===== src/rtl/gpio_mux_pkg.sv =====
package gpio_mux_pkg;
  typedef enum logic [1:0] {
    PM_OFF = 2'b00,
    PM_IN  = 2'b01,
    PM_OUT = 2'b10,
    PM_PER = 2'b11
  } pin_mode_e;
endpackage


===== src/rtl/gpio_mux_sync.sv =====
module gpio_mux_sync #(
  parameter int WIDTH  = 12,
  parameter int STAGES = 2
) (
  input  logic             clk_i,
  input  logic             rst_ni,
  input  logic [WIDTH-1:0] d_i,
  output logic [WIDTH-1:0] q_o
);
  logic [WIDTH-1:0] stg_q [STAGES];

  for (genvar s = 0; s < STAGES; s++) begin : g_stage
    always_ff @(posedge clk_i or negedge rst_ni) begin
      if (!rst_ni) stg_q[s] <= '0;
      else if (s == 0) stg_q[s] <= d_i;
      else stg_q[s] <= stg_q[(s == 0) ? 0 : s-1];
    end
  end

  assign q_o = stg_q[STAGES-1];
endmodule


===== src/rtl/gpio_mux_regs.sv =====
module gpio_mux_regs #(
  parameter int              NUM_PINS  = 12,
  parameter int              REG_W     = 24,
  parameter int              ADDR_W    = 6,
  parameter logic [ADDR_W-1:0] CTRL_ADDR = 6'h1F,
  parameter logic [ADDR_W-1:0] DIR_ADDR  = 6'h1E,
  parameter logic [ADDR_W-1:0] DATA_ADDR = 6'h1D,
  parameter logic [NUM_PINS-1:0] IMPL_MASK = 12'hFDB
) (
  input  logic                clk_i,
  input  logic                rst_ni,
  input  logic                soft_rst_i,
  input  logic [ADDR_W-1:0]   addr_i,
  input  logic                we_i,
  input  logic [REG_W-1:0]    wdata_i,
  output logic [REG_W-1:0]    rdata_o,
  input  logic [NUM_PINS-1:0] pin_rd_i,
  output logic [NUM_PINS-1:0] ctrl_o,
  output logic [NUM_PINS-1:0] dir_o,
  output logic [NUM_PINS-1:0] data_o
);
  localparam int PAD_W = REG_W - NUM_PINS;

  logic [NUM_PINS-1:0] ctrl_q, dir_q, data_q, wr_val;
  logic                wr_ctrl, wr_dir, wr_data;
  logic                unused_wdata;

  assign wr_val       = wdata_i[NUM_PINS-1:0] & IMPL_MASK;
  assign unused_wdata = ^wdata_i[REG_W-1:NUM_PINS];
  assign wr_ctrl      = we_i && (addr_i == CTRL_ADDR);
  assign wr_dir       = we_i && (addr_i == DIR_ADDR);
  assign wr_data      = we_i && (addr_i == DATA_ADDR);

  always_ff @(posedge clk_i or negedge rst_ni) begin
    if (!rst_ni) begin
      ctrl_q <= '0;
      dir_q  <= '0;
    end else if (soft_rst_i) begin
      ctrl_q <= '0;
      dir_q  <= '0;
    end else begin
      if (wr_ctrl) ctrl_q <= wr_val;
      if (wr_dir)  dir_q  <= wr_val;
    end
  end

  // data register intentionally has no reset
  always_ff @(posedge clk_i) begin
    if (wr_data) data_q <= wr_val;
  end

  always_comb begin
    unique case (addr_i)
      CTRL_ADDR: rdata_o = {{PAD_W{1'b0}}, ctrl_q};
      DIR_ADDR:  rdata_o = {{PAD_W{1'b0}}, dir_q};
      DATA_ADDR: rdata_o = {{PAD_W{1'b0}}, pin_rd_i & IMPL_MASK};
      default:   rdata_o = '0;
    endcase
  end

  assign ctrl_o = ctrl_q;
  assign dir_o  = dir_q;
  assign data_o = data_q;
endmodule


===== src/rtl/gpio_mux_pin.sv =====
module gpio_mux_pin
  import gpio_mux_pkg::*;
(
  input  logic ctrl_i,
  input  logic dir_i,
  input  logic data_i,
  input  logic pad_sync_i,
  input  logic pad_raw_i,
  input  logic per_out_i,
  input  logic per_oe_i,
  output logic pad_out_o,
  output logic pad_oe_o,
  output logic per_in_o,
  output logic rd_o
);
  pin_mode_e mode;
  assign mode = pin_mode_e'({dir_i, ctrl_i});

  always_comb begin
    pad_out_o = 1'b0;
    pad_oe_o  = 1'b0;
    per_in_o  = 1'b0;
    rd_o      = data_i;
    unique case (mode)
      PM_OFF: ;
      PM_IN:  rd_o = pad_sync_i;
      PM_OUT: begin
        pad_out_o = data_i;
        pad_oe_o  = 1'b1;
      end
      PM_PER: begin
        pad_out_o = per_out_i;
        pad_oe_o  = per_oe_i;
        per_in_o  = pad_raw_i;
      end
      default: ;
    endcase
  end
endmodule


===== src/rtl/gpio_mux_port.sv =====
module gpio_mux_port #(
  parameter int                  NUM_PINS    = 12,
  parameter int                  REG_W       = 24,
  parameter int                  ADDR_W      = 6,
  parameter int                  SYNC_STAGES = 2,
  parameter logic [ADDR_W-1:0]   CTRL_ADDR   = 6'h1F,
  parameter logic [ADDR_W-1:0]   DIR_ADDR    = 6'h1E,
  parameter logic [ADDR_W-1:0]   DATA_ADDR   = 6'h1D,
  parameter logic [NUM_PINS-1:0] IMPL_MASK   = 12'hFDB
) (
  input  logic                clk_i,
  input  logic                rst_ni,
  input  logic                soft_rst_i,
  input  logic [ADDR_W-1:0]   addr_i,
  input  logic                we_i,
  input  logic [REG_W-1:0]    wdata_i,
  output logic [REG_W-1:0]    rdata_o,
  input  logic [NUM_PINS-1:0] pad_in_i,
  output logic [NUM_PINS-1:0] pad_out_o,
  output logic [NUM_PINS-1:0] pad_oe_o,
  input  logic [NUM_PINS-1:0] per_out_i,
  input  logic [NUM_PINS-1:0] per_oe_i,
  output logic [NUM_PINS-1:0] per_in_o
);
  logic [NUM_PINS-1:0] ctrl_w, dir_w, data_w, pad_sync_w, pin_rd_w;

  gpio_mux_sync #(.WIDTH(NUM_PINS), .STAGES(SYNC_STAGES)) u_sync (
    .clk_i (clk_i),
    .rst_ni(rst_ni),
    .d_i   (pad_in_i),
    .q_o   (pad_sync_w)
  );

  gpio_mux_regs #(
    .NUM_PINS(NUM_PINS), .REG_W(REG_W), .ADDR_W(ADDR_W),
    .CTRL_ADDR(CTRL_ADDR), .DIR_ADDR(DIR_ADDR), .DATA_ADDR(DATA_ADDR),
    .IMPL_MASK(IMPL_MASK)
  ) u_regs (
    .clk_i     (clk_i),
    .rst_ni    (rst_ni),
    .soft_rst_i(soft_rst_i),
    .addr_i    (addr_i),
    .we_i      (we_i),
    .wdata_i   (wdata_i),
    .rdata_o   (rdata_o),
    .pin_rd_i  (pin_rd_w),
    .ctrl_o    (ctrl_w),
    .dir_o     (dir_w),
    .data_o    (data_w)
  );

  for (genvar i = 0; i < NUM_PINS; i++) begin : g_pin
    gpio_mux_pin u_pin (
      .ctrl_i    (ctrl_w[i]),
      .dir_i     (dir_w[i]),
      .data_i    (data_w[i]),
      .pad_sync_i(pad_sync_w[i]),
      .pad_raw_i (pad_in_i[i]),
      .per_out_i (per_out_i[i]),
      .per_oe_i  (per_oe_i[i]),
      .pad_out_o (pad_out_o[i]),
      .pad_oe_o  (pad_oe_o[i]),
      .per_in_o  (per_in_o[i]),
      .rd_o      (pin_rd_w[i])
    );
  end
endmodule


===== config.mk =====
export PLATFORM = sky130hd
export DESIGN_NAME = gpio_mux_port
export DESIGN_NICKNAME = d
export VERILOG_FILES = /design/src/rtl/gpio_mux_pkg.sv /design/src/rtl/gpio_mux_sync.sv /design/src/rtl/gpio_mux_regs.sv /design/src/rtl/gpio_mux_pin.sv /design/src/rtl/gpio_mux_port.sv
export SDC_FILE = /design/constraint.sdc
export NUM_CORES = 1
export LEC_CHECK = 0
export ABC_AREA = 1
export BUFFER_PORTS_ARGS = -buffer_cell sky130_fd_sc_hd__buf_2
export CORE_MARGIN = 4
export CORE_UTILIZATION = 40
export DETAILED_ROUTE_END_ITERATION = 12
export PLACE_DENSITY = 0.73
export SLEW_MARGIN = 20
export SYNTH_ARGS = -nofsm -noshare
export SYNTH_HDL_FRONTEND = slang
export SYNTH_SLANG_ARGS = --single-unit

===== constraint.sdc =====
create_clock -name clk_i -period 1.1 [get_ports clk_i]
set_clock_uncertainty 0.1 [all_clocks]
set_input_delay 0.22 -clock clk_i [delete_from_list [all_inputs] [get_ports clk_i]]
set_output_delay 0.22 -clock clk_i [all_outputs]
set_load 0.01 [all_outputs]

==> key figures <==
Logic synthesis
  – Top cell type's share of synthesized area: a little over a third
  – Syn Inst Count: 355
  – Mean Syn Cell Area: between 8 and 9 µm²
  – Ranking of synthesized cells by area: dfrtp_1 35%, buf_4 14%, edfxtp_1 10%, nand3_1 8.5%, nand2_1 7.7%
  – Synth Flop Type: dfrtp_1
  – Synth warnings: 0
  – Seq cells post-synth: 50
  – Post-synth top cells: 59 x nand2_1, 53 x buf_4, 49 x nand3_1
  – Ys async rst share: around 80%
  – Largest area contributor in the netlist: dfrtp_1
  – Sequential share of the synthesized area: between 40% and 50%
  – Mapped Area: 0.002872 mm²
  – Top-count cell post-synth: nand2_1
  – Synth cell types: 24
  – Number of synthesized flops with an enable pin: 10

Floorplanning
  – Num rows: 30
  – I/O Pins: 130
  – DIE AREA: 0.008598 mm²
  – Initial Utilization: 41.80%
  – Die Span Y: approximately 93 µm
  – Die width: between 90 and 100 µm
  – Total core area: slightly below 0.007 mm²

Layout
  – Share of layout cells above drive strength 1: about 49%
  – Area growth syn-to-layout: 51.55%
  – # fillers: 607
  – Inserted Diodes: 0
  – Total Nets Final: about 560
  – Fin cells: between 500 and 600
  – Final instance area: 0.004352 mm²

Run status
  – Failing checks: negative setup slack
  – Run status: finished with violations

Power
  – Int Pwr: 2802 µW
  – P_sw: 841.9 µW
  – Gate power share: roughly an eighth
  – Switching share of power: 23.10%
  – Peak supply drop: roughly 0.52 mV
  – Clk pwr share: between 30% and 40%
  – Flop pwr share: 53.3%
  – PwrDens: 837.4 mW/mm²
  – Leakage: 0.002254 µW

Global route
  – Number of global-route vias before repair: between 2000 and 3000
  – GRT Total Usage: a little under a fifth
  – Largest net degree at the start of global routing: 41
  – Gr ovfl total: 0
  – Initial antenna violation count: 0
  – First-pass GRT wire length: roughly 13000 µm

STA
  – RSZ-0062 raised after global routing: yes
  – Final hold violations: 0
  – Hold slack: 0.01363 ns
  – FMAX: about 630 MHz
  – Setup violations, final: around 50
  – Fin Setup TNS: -15.33 ns
  – Final setup margin: -0.4907 ns
  – Max Slew Vio Count: 0
  – Post-route clock period utilization: 144.6%
  – Tmin final: around 1.6 ns

Worst setup path
  – CP dominant cell by count: nand2_1
  – Worst path required time: just under 0.8 ns
  – Critical path buffers and inverters: 2
  – Crit Path Class: reg2out
  – Worst Reg-to-Reg Cells: 5
  – Worst Setup End Kind: output port
  – Slowest-stage cell, CP: dfrtp_1
  – Worst path arrival time: ~1.3 ns
  – Critical path depth: 7
  – Critical Path, Cell by Cell: inv_2, nor2_2, nand2_1, o21ai_1, nand2_1, nand3_2, buf_6
  – Crit start category: flip-flop
  – CP delay by family, top: flip-flops
  – Max incr delay on CP: approximately 0.40 ns
  – Crit-path max FO: 4

Route
  – Post-route ant nets: 0
  – WL per Instance: 13.69 µm
  – Via-to-Cell Ratio: approximately 4.7
  – WL final: between 8000 and 9000 µm
  – 1st-pass router iterations: 4
  – Residual DRC: 0
  – Routed via count: between 2000 and 3000
  – Initial DRC count: roughly 120

Hold path
  – WHS Path Cells: 1
  – Hold Crit Class: in2reg

Placed design
  – Placed instance count: 557
  – IO buf count: 89
  – Final GP Congestion: around 0.77
  – Post-DP HPWL: ~5600 µm
  – Placed cell areas: 0.003654 mm²

Clocking
  – TritonCTS clock tree: done
  – CTS H-Tree Depth: 2
  – Clock latency on the worst-skew pair: between 0.2 and 0.3 ns
  – Clock transition at path regs: 0.09 ns
  – Num CTS Buffers: 5
  – Clock root buffer master: clkbuf_8
  – # clock sinks: 50
  – Deepest clock path buffer count: 2

Job
  – # Max-Cap Violations: 0
[flip-flops by register name, indices dropped and copies added (netlist names)]
name	flops
u_regs.ctrl_o	10
u_regs.data_o	10
u_regs.dir_o	10
u_sync.q_o	10
u_sync.stg_q	10
[worst register-to-register path, cell delays in order (launching register included)]
cell and delay [ns]:
dfrtp_1 0.41, buf_6 0.14, buf_4 0.12, buf_4 0.12
nand3_2 0.06, nand2_1 0.04
[final timing paths]
check / start / to / slack, ns
worst max-delay path: u_regs.ctrl_o[3] / rdata_o[3] / -0.49
worst min-delay path: wdata_i[10] / u_regs.data_o[10] / 0.01
worst max register to register: u_regs.dir_o[4] / u_regs.dir_o[4] / 0.01
worst min register to register: u_sync.stg_q[12] / u_sync.q_o[0] / 0.26
max in group asynchronous: rst_ni / u_regs.dir_o[10] / 0.38
min in group asynchronous: rst_ni / u_regs.ctrl_o[9] / 0.32
[area by class of cell]
cell class              count  area (µm²)  share of cell area (%)
well taps                  96       120.1                   2.760
flip-flops and latches     50        1303                   29.93
inverters                  40       166.4                   3.824
repair buffers            173        1374                   31.57
multi-input cells         223        1282                   29.47
clock buffers               7       76.32                   1.754
clock inverters             1       30.03                  0.6901
[cells by family after synthesis]
group,synth area share (%)
other cells,0.1306
buf+inv,20.65
flops,45.32
simple gates,27.28
compound gates,6.623
[metrics by stage]
step	util (%)	worst slack, ns	power [µW]
global placement	53.19	-0.3498	2338
floorplan	-	-0.1393	2171
detailed placement	53.19	-0.3956	2349
global route	63.35	-0.5531	3819
CTS	60.11	-0.4734	3652
finish	63.35	-0.4907	3644
[power groups by stage]
stage | Clock (µW) | Sequential, µW | Combinational, µW
after floorplan | 0 | 1980 | 193
after global placement | 0 | 1980 | 360
after detailed placement | 0 | 1980 | 369
after CTS | 1290 | 1940 | 419
after global routing | 1390 | 1950 | 480
final | 1260 | 1940 | 437
[what timing repair did]
item,CTS,global route
resized for setup,75,44
hold endpoints to repair,51,2
setup buffers,7,7
setup endpoints to repair,59,61
hold buffers,12,2
pin swaps,14,14
[routing by layer]
layer  global-route usage [%]  vias up  wire length (µm)
met3                    3.737       21               471
met2                    33.47      102              4140
met4                    6.105        0               146
met1                    23.14     1284              3317
met5                        0        -                 0
li1                         -     1358                 -
[placed cells by master (no fill, tap or decap), drive strengths merged]
| cell | synthesis | layout |
|---|---|---|
| buf | 61 | 159 |
| nand2 | 61 | 61 |
| nand3 | 52 | 52 |
| nor2 | 42 | 42 |
| dfrtp | 40 | 40 |
| inv | 39 | 39 |
| conb | 1 | 20 |
| o21ai | 18 | 18 |
| dlygate4sd3 | 0 | 14 |
| nand4 | 11 | 11 |
| edfxtp | 10 | 10 |
| a21oi | 8 | 8 |
| clkbuf | 0 | 7 |
| o21a | 6 | 6 |
| a211oi | 2 | 2 |
| and3 | 2 | 2 |
| nor3 | 1 | 1 |
| clkinv | 1 | 1 |
| bufinv | 0 | 1 |
Note: power is estimated with default switching activity, not from simulation.
